## src/rtl/hdlc_rx_pkg.sv

```systemverilog
package hdlc_rx_pkg;

    typedef enum logic [2:0] {
        ST_HUNT,
        ST_OPEN,
        ST_BODY,
        ST_SKIP,
        ST_HALT
    } rx_state_e;

    localparam logic [15:0] CRC_PRESET  = 16'hFFFF;
    localparam logic [15:0] CRC_RESIDUE = 16'hF0B8;
    localparam logic [15:0] CRC_POLY_R  = 16'h8408;

    // Reflected CRC-16-CCITT update over one byte, LSB first.
    function automatic logic [15:0] crc16_step(input logic [15:0] c, input logic [7:0] d);
        logic [15:0] r;
        r = c;
        for (int i = 0; i < 8; i++) begin
            r = (r[0] ^ d[i]) ? ((r >> 1) ^ CRC_POLY_R) : (r >> 1);
        end
        return r;
    endfunction

endpackage

```

## src/rtl/hdlc_bit_deframer.sv

```systemverilog
module hdlc_bit_deframer (
    input  logic       clk,
    input  logic       rst_n,
    input  logic       clr,
    input  logic       bit_en,
    input  logic       bit_in,
    output logic       flag_ev,
    output logic       abort_ev,
    output logic       byte_vld,
    output logic [7:0] byte_val,
    output logic       aligned
);
    logic [2:0] ones;
    logic [2:0] bitcnt;
    logic [6:0] sh;
    logic       stuff, data_bit;

    always_comb begin
        flag_ev  = bit_en && !bit_in && (ones == 3'd6);
        abort_ev = bit_en &&  bit_in && (ones == 3'd6);
        stuff    = bit_en && !bit_in && (ones == 3'd5);
        data_bit = bit_en && !flag_ev && !abort_ev && !stuff && (ones != 3'd7);
        byte_vld = data_bit && (bitcnt == 3'd7);
        byte_val = {bit_in, sh};
        aligned  = (bitcnt == 3'd7);
    end

    always_ff @(posedge clk or negedge rst_n) begin
        if (!rst_n) begin
            ones   <= '0;
            bitcnt <= '0;
            sh     <= '0;
        end else if (clr) begin
            ones   <= '0;
            bitcnt <= '0;
        end else if (bit_en) begin
            ones <= bit_in ? ((ones == 3'd7) ? ones : ones + 3'd1) : 3'd0;
            if (flag_ev) begin
                bitcnt <= '0;
            end else if (data_bit) begin
                bitcnt <= bitcnt + 3'd1;
                sh     <= {bit_in, sh[6:1]};
            end
        end
    end
endmodule

```

## src/rtl/hdlc_crc16.sv

```systemverilog
module hdlc_crc16
    import hdlc_rx_pkg::*;
(
    input  logic        clk,
    input  logic        rst_n,
    input  logic        clr,
    input  logic        upd,
    input  logic [7:0]  din,
    output logic        good
);
    logic [15:0] crc;

    always_ff @(posedge clk or negedge rst_n) begin
        if (!rst_n)   crc <= CRC_PRESET;
        else if (clr) crc <= CRC_PRESET;
        else if (upd) crc <= crc16_step(crc, din);
    end

    assign good = (crc == CRC_RESIDUE);
endmodule

```

## src/rtl/hdlc_rx_fifo.sv

```systemverilog
module hdlc_rx_fifo #(
    parameter int DEPTH = 32,
    parameter int THR   = 16
) (
    input  logic       clk,
    input  logic       rst_n,
    input  logic       clr,
    input  logic       wr,
    input  logic [7:0] wdata,
    input  logic       rd,
    output logic [7:0] rdata,
    output logic       empty,
    output logic       ovf,
    output logic       thr_hit
);
    localparam int AW = $clog2(DEPTH);
    localparam int CW = AW + 1;

    logic [7:0]    mem [DEPTH];
    logic [AW-1:0] wp, rp;
    logic [CW-1:0] cnt;
    logic          full, rd_ok;

    function automatic logic [AW-1:0] bump(input logic [AW-1:0] p);
        return (p == AW'(DEPTH - 1)) ? '0 : p + 1'b1;
    endfunction

    assign full    = (cnt == CW'(DEPTH));
    assign empty   = (cnt == '0);
    assign rd_ok   = rd && !empty;
    assign ovf     = wr && full && !rd_ok;
    assign thr_hit = wr && !full && !rd_ok && (cnt == CW'(THR - 1));
    assign rdata   = mem[rp];

    always_ff @(posedge clk) begin
        if (wr && !clr) mem[wp] <= wdata;
    end

    always_ff @(posedge clk or negedge rst_n) begin
        if (!rst_n) begin
            wp  <= '0;
            rp  <= '0;
            cnt <= '0;
        end else if (clr) begin
            wp  <= '0;
            rp  <= '0;
            cnt <= '0;
        end else begin
            if (wr) wp <= bump(wp);
            if (rd_ok || ovf) rp <= bump(rp);
            if (!ovf) cnt <= cnt + CW'(wr) - CW'(rd_ok);
        end
    end
endmodule

```

## src/rtl/hdlc_rx_filt.sv

```systemverilog
module hdlc_rx_filt
    import hdlc_rx_pkg::*;
#(
    parameter int FIFO_DEPTH = 32,
    parameter int READY_THR  = 16
) (
    input  logic       clk,
    input  logic       rst_n,
    input  logic       bit_en,
    input  logic       bit_in,
    input  logic       transp_en,
    input  logic [7:0] addr_val,
    input  logic [7:0] addr_mask,
    input  logic       cmd_rrst,
    input  logic       cmd_rack,
    input  logic       rd_en,
    output logic [7:0] rd_data,
    output logic       fifo_empty,
    output logic       st_abort,
    output logic       st_ovf,
    output logic       st_crc_err,
    output logic [7:0] eom_count,
    output logic       irq_ready,
    output logic       irq_eom,
    output logic       irq_ovf
);
    rx_state_e  state, nxt;
    logic       flag_ev, abort_ev, byte_vld, aligned;
    logic [7:0] byte_val;
    logic       addr_ok, fifo_wr, eom_ev, crc_good, ovf_ev, thr_ev;
    logic [7:0] frame_cnt;

    hdlc_bit_deframer u_dfr (
        .clk(clk), .rst_n(rst_n), .clr(cmd_rrst),
        .bit_en(bit_en), .bit_in(bit_in),
        .flag_ev(flag_ev), .abort_ev(abort_ev),
        .byte_vld(byte_vld), .byte_val(byte_val), .aligned(aligned)
    );

    hdlc_crc16 u_crc (
        .clk(clk), .rst_n(rst_n), .clr(flag_ev || cmd_rrst),
        .upd(fifo_wr), .din(byte_val), .good(crc_good)
    );

    hdlc_rx_fifo #(.DEPTH(FIFO_DEPTH), .THR(READY_THR)) u_fifo (
        .clk(clk), .rst_n(rst_n), .clr(cmd_rrst),
        .wr(fifo_wr), .wdata(byte_val), .rd(rd_en),
        .rdata(rd_data), .empty(fifo_empty), .ovf(ovf_ev), .thr_hit(thr_ev)
    );

    assign addr_ok = !transp_en || (((byte_val ^ addr_val) & ~addr_mask) == 8'h00);
    assign fifo_wr = !cmd_rrst && byte_vld &&
                     ((state == ST_BODY) || ((state == ST_OPEN) && addr_ok));
    assign eom_ev  = !cmd_rrst && flag_ev && (state == ST_BODY);

    // Next-state logic
    always_comb begin
        nxt = state;
        unique case (state)
            ST_HUNT: if (flag_ev) nxt = ST_OPEN;
            ST_OPEN: begin
                if (abort_ev)      nxt = ST_HUNT;
                else if (byte_vld) nxt = addr_ok ? ST_BODY : ST_SKIP;
            end
            ST_BODY: begin
                if (abort_ev)      nxt = ST_HALT;
                else if (flag_ev)  nxt = ST_OPEN;
            end
            ST_SKIP: begin
                if (abort_ev)      nxt = ST_HUNT;
                else if (flag_ev)  nxt = ST_OPEN;
            end
            ST_HALT: nxt = ST_HALT;
            default: nxt = ST_HUNT;
        endcase
        if (cmd_rrst) nxt = ST_HUNT;
    end

    // State register
    always_ff @(posedge clk or negedge rst_n) begin
        if (!rst_n) state <= ST_HUNT;
        else        state <= nxt;
    end

    // Outputs: status, pulses, counts
    always_ff @(posedge clk or negedge rst_n) begin
        if (!rst_n) begin
            st_abort   <= 1'b0;
            st_ovf     <= 1'b0;
            st_crc_err <= 1'b0;
            eom_count  <= '0;
            frame_cnt  <= '0;
            irq_ready  <= 1'b0;
            irq_eom    <= 1'b0;
            irq_ovf    <= 1'b0;
        end else if (cmd_rrst) begin
            st_abort   <= 1'b0;
            st_ovf     <= 1'b0;
            st_crc_err <= 1'b0;
            frame_cnt  <= '0;
            irq_ready  <= 1'b0;
            irq_eom    <= 1'b0;
            irq_ovf    <= 1'b0;
        end else begin
            irq_ready <= thr_ev;
            irq_ovf   <= ovf_ev;
            irq_eom   <= eom_ev;
            if (ovf_ev) st_ovf <= 1'b1;
            if ((state == ST_BODY) && abort_ev) st_abort <= 1'b1;
            if (flag_ev)      frame_cnt <= '0;
            else if (fifo_wr) frame_cnt <= frame_cnt + 8'd1;
            if (eom_ev) begin
                eom_count  <= frame_cnt;
                st_crc_err <= transp_en && (!crc_good || !aligned);
            end else if (cmd_rack) begin
                st_crc_err <= 1'b0;
            end
        end
    end
endmodule

```

## config.mk

```make
export PLATFORM = sky130hd
export DESIGN_NAME = hdlc_rx_filt
export DESIGN_NICKNAME = d
export VERILOG_FILES = /design/src/rtl/hdlc_rx_pkg.sv /design/src/rtl/hdlc_bit_deframer.sv /design/src/rtl/hdlc_crc16.sv /design/src/rtl/hdlc_rx_fifo.sv /design/src/rtl/hdlc_rx_filt.sv
export SDC_FILE = /design/constraint.sdc
export NUM_CORES = 1
export LEC_CHECK = 0
export BUFFER_PORTS_ARGS = -buffer_cell sky130_fd_sc_hd__buf_4
export CORE_MARGIN = 3
export CORE_UTILIZATION = 61
export CTS_CLUSTER_SIZE = 24
export DETAILED_ROUTE_END_ITERATION = 8
export PLACE_DENSITY_LB_ADDON = 0.12
export SYNTH_ARGS = -nofsm -noshare
export SYNTH_HDL_FRONTEND = slang
export SYNTH_SLANG_ARGS = --single-unit
```

## constraint.sdc

```tcl
create_clock -name clk -period 3.9 [get_ports clk]
set_clock_uncertainty 0.15 [all_clocks]
set_input_delay 0.78 -clock clk [delete_from_list [all_inputs] [get_ports clk]]
set_output_delay 0.78 -clock clk [all_outputs]
set_load 0.05 [all_outputs]
```

# --- Word-level counts from Yosys, hierarchy flattened ---
# Memories as Yosys holds them, arrays and structs flattened.
# Index checks and enable logic that the tools add are counted.
totals:
  memories: 1
  output_inout_bits: 23
  regBits: 70
  input_bits: 24
  ramBits: 256
  word_cells: 167
mem_list:
  columns: ["memory", "depth", "width", "rd", "rd_ports_with_merged_regs", "write_ports", "line_no", "source"]
  rows:
  - ["u_fifo.mem", 32, 8, 1, 0, 1, "hdlc_rx_fifo.sv:19", "logic [7:0] mem [DEPTH];"]
op_classes:
  reduce_logical: 56
  n_mux: 49
  n_addsub: 7
  n_eq_ne: 17
  n_bitwise: 21
ops:
  columns: ["cell", "n"]
  rows:
  - ["16-bit two-way mux", 10]
  - ["3-bit two-way mux", 14]
  - ["5-bit two-way mux", 6]
  - ["1-bit logical AND", 24]
  - ["8-bit two-way mux", 3]
  - ["2-bit NOT with 3-bit output", 8]
  - ["16-bit equality test, second input constant", 1]
  - ["3-bit equality test, second input constant", 5]
  - ["3-bit one-hot mux with 5 select lines", 1]
  - ["1-bit two-way mux", 13]
  - ["6-bit two-way mux", 2]
  - ["2-bit nonzero test", 6]
  - ["1-bit logical NOT", 11]
  - ["5-bit by 1-bit adder with 5-bit output, second input constant", 2]
  - ["5-bit equality test, second input constant", 2]
  - ["3-bit nonzero test", 3]
  - ["8-bit by 1-bit adder with 8-bit output, second input constant", 1]
  - ["8-bit AND", 1]
  - ["8-bit logical NOT", 1]
  - ["8-bit NOT", 1]
  - ["1-bit XOR", 8]
  - ["8-bit XOR", 1]
  - ["3-bit by 1-bit adder with 3-bit output, second input constant", 2]
  - ["6-bit by 1-bit adder with 6-bit output", 1]
  - ["other kinds (14)", 23]

# --- Depth between registers and ports, before layout ---
logic_depth:
  word_depth: 18
  ltp_mapped: 17
  ltp_nobuf: 15

# --- Cells and area by module ---
# Synthesis repeated with hierarchy kept, for this count alone.
hier_totals:
  hier_cells: 908
  area_unflattened_um2: 14209.9
by_module_without_submodules:
  columns: ["mod", "seq_area_each_um2", "area_per_inst_um2", "instances", "cells_each"]
  rows:
  - ["hdlc_rx_fifo", 8087.8, 11148.2, 1, 638]
  - ["hdlc_rx_filt", 625.6, 1247.4, 1, 118]
  - ["hdlc_crc16", 420.4, 1057.3, 1, 85]
  - ["hdlc_bit_deframer", 325.3, 757.0, 1, 67]

# --- Worst setup path after synthesis ---
# No wires, ideal clock.
synth_path:
  path_type: "register -> output"
  from: "register u_fifo.rp[0]"
  to: "output port rd_data[5]"
  path_stages_with_launch: 10
  path_slack_ns: 0.336
  t_arrival_ns: 2.634
  required_time_ns: 2.970
  n_path_buf: 3
  path_cell_list: "dfrtp_1 > buf_4 > buf_4 > buf_2 > mux2i_1 > o221ai_1 > nand2_1 > nand2_1 > o221ai_1 > o21ai_0"
synth_via:
  elab_chain_cells: 1
synth_rtl:
  columns: ["element", "line_no", "source"]
  rows:
  - ["from (decl)", "hdlc_rx_fifo.sv:20", "logic [AW-1:0] wp, rp;"]
  - ["from (signal assigned)", "hdlc_rx_fifo.sv:50", "if (rd_ok || ovf) rp <= bump(rp);"]
  - ["memory 32 x 8 bit", null, null]
  - ["to (decl)", "hdlc_rx_filt.sv:17", "output logic [7:0] rd_data,"]
# Every way passes these cells.

# --- Worst setup path after layout ---
layout_path:
  from: "register u_fifo.rp[1]"
  to: "output port rd_data[4]"
# The elaborated chain is that of the path after synthesis.

==> metrics <==
sequential area share after synthesis=0.676; Post-synth ARST share=0.215; worst slew pin tran=891 ps; grt total ovfl=0; IO Count=47; WL met1=12,400 microns; Die X=157 microns; Die Span Y=between 150 and 200 microns; Tmin final=3820 ps; fin nets=approximately 1,000; Worst VDD drop=0.000388 V; Synth Cell Area=between 10,000 and 15,000 sq um; Setup Crit Path Kind=register to output pin; GPL Wtd Cong=0.880; setup TNS=0 ps; Max Fclk=262 MHz; Slew HR=0.406; WL/cell=~24 microns; Detailed Place HPWL=a little under 20,000 microns; met3 WL=approximately 2200 microns; Initial Util=0.631; layout cells sized above 1=0.216; Clock Sink Count=around 330; initial antenna violation count=0; vias in the first global route=8,252; final worst slack=78.4 ps; routed vias/inst=6.38; core area=22,200 sq um; area leader, netlist=edfxtp_1; H-Tree Level Count=2; hold_buf cts=0; top cells by count, synth=edfxtp_1, dfrtp_1, mux2i_1; total of max-cap violations=0; outcome=complete, no violations; total track usage=0.253; Final Hold Vio Count=0; register bit count reported by yosys=~330; Syn Nets=935; Worst EP required=2970 ps; routed wire length=about 30,000 microns; Routed met2 length=15,100 microns; die area=24,800 sq um; Routed Antenna Nets=0; largest net degree at the start of global routing=71; RSZ-0062 raised after global routing=false; Reg clk slew, reported paths=60 ps; Post-Syn Instances=approximately 890; commonest register cell after synthesis=edfxtp_1; Final Max Tran Viols=0; top-count cell post-synth=edfxtp_1; count of cell types in the netlist=60; ranking of synthesized cells by area=edfxtp_1, dfrtp_1, mux4_2, mux2i_1, dfstp_2; worst-path fanout max=30; global-route wire length before repair=47,600 microns; worst hold path type=input port to async pin; Inserted Clock Buffers=34; Skew-Pair Late Insertion Delay=500 ps; final setup vio count=0; via count=8,041; Clk Tree Root Cell=clkbuf_16; highest metal used=met4; CP Launch Type=register; Hold Slack=roughly 250 ps; maximum root-to-sink buffer count=3; Ys Warns=0; fin crit share=0.980; Core Rows=54; # port buffers=46; crit path capture type=output pin; drc violations=0; pwr/cell area=587 nW/um^2; mean post-synth cell area=15.8 sq um; CP arrival=2890 ps; TritonCTS clock tree=yes; # fillers=1,392; Detailed Route Iter0 Violations=630; number of synthesized flops with an enable pin=256; Synth-to-Final Area Change=13.6%; post-place setup slack=552 ps; Leak=around 0.0057 uW; ant diodes=0; TritonRoute pass-1 iters=5; top cell type's share of synthesized area=0.549; Core Util, Final=0.717
## power breakdown
group / internal (uW) / switching (uW)
clock network: 1960 / 1270
logic: 778 / 1150
registers: 4050 / 111
total: 6790 / 2530
## final timing paths
kind	slack [ps]	startpoint	to	cells past startpoint
max in group asynchronous	2680	rst_n	u_fifo.rp[1]	1
hold reg to reg	340	st_ovf	st_ovf	1
setup / recovery	80	u_fifo.rp[1]	rd_data[4]	8
min in group clk	340	st_ovf	st_ovf	1
hold / removal	250	rst_n	eom_count[5]	1
setup reg to reg	680	u_fifo.cnt[2]	u_fifo.cnt[4]	15
## flip-flops by register name, summed over array words and instances (netlist names)
name and cells:
u_fifo.mem 256, st_ovf 1, u_fifo.rp 5, u_crc.crc 16, st_abort 1, eom_count 8, u_fifo.wp 5, irq_ready 1
u_dfr.bitcnt 3, frame_cnt 8, u_dfr.ones 3, u_fifo.cnt 6, u_dfr.sh 7, st_crc_err 1, state 3, irq_ovf 1
irq_eom 1
## routing by layer
| layer | track usage | up-vias |
|---|---|---|
| met5 | 0 | - |
| met4 | 0.0661 | 0 |
| met3 | 0.0470 | 60 |
| met2 | 0.420 | 303 |
| met1 | 0.352 | 4060 |
| li1 | - | 3618 |
## cell families after synthesis
family,share of synthesized area
xor+xnor,0.0225
compound gates,0.0635
flops,0.676
mux,0.119
simple gates,0.0756
buf+inv,0.0202
fa+ha+maj,0.0229
## timing repair
action | in CTS | in global routing
buffers inserted | 0 | 1
gates resized for setup | 1 | 0
pin swaps | 0 | 0
setup endpoints to repair | 1 | 6
## placed cells by master (no fill, tap or decap), drive strengths merged, types with 3 or more instances in the layout
master  Yosys  routed
mux2       21      21
or3         4       4
nand2b      5       5
mux4       40      40
o221ai     39      39
dfstp      16      16
o31ai       8       8
or4         5       5
buf        20      79
clkinv      0      10
ha         24      24
nor3b       7       7
o22ai       5       5
nor2       32      32
xnor2      31      31
a21oi      28      28
edfxtp    256     256
bufinv      0       3
xor2        5       5
mux2i      53      53
nand2      41      41
and3       27      27
a21o        3       3
nand3      15      15
inv        18      18
nor2b      23      23
o211ai      5       5
dfrtp      54      54
o21ai      19      19
nand4       7       7
clkbuf     25      47
nor3       20      20
## through the flow
stage | area, sq um | power [uW] | instances
after CTS | 15900 | 9370 | 1260
final | 15900 | 9330 | 1261
after global placement | 14800 | 6090 | 1199
after global routing | 15900 | 9690 | 1261
after floorplan | 14000 | 5510 | 886
after detailed placement | 14800 | 6150 | 1199
## critical path, stage by stage, from the launching register on
cell	delay (ps)
dfrtp_4	670
nand2b_1	220
buf_4	250
o221ai_1	370
nand2_1	110
nand2_1	90
o221ai_1	140
o21ai_0	280
buf_4	260
## final cells by class
cell class	count	area (sq um)	area share
Sequential cell	326	9470	0.596
Timing Repair Buffer	79	638	0.0401
Clock buffer	47	983	0.0619
Multi-Input combinational cell	497	4250	0.267
Inverter	18	67.6	0.00425
Tap cell	280	350	0.0220
Clock inverter	14	141	0.00889
Power figures use the tool's default switching activity.
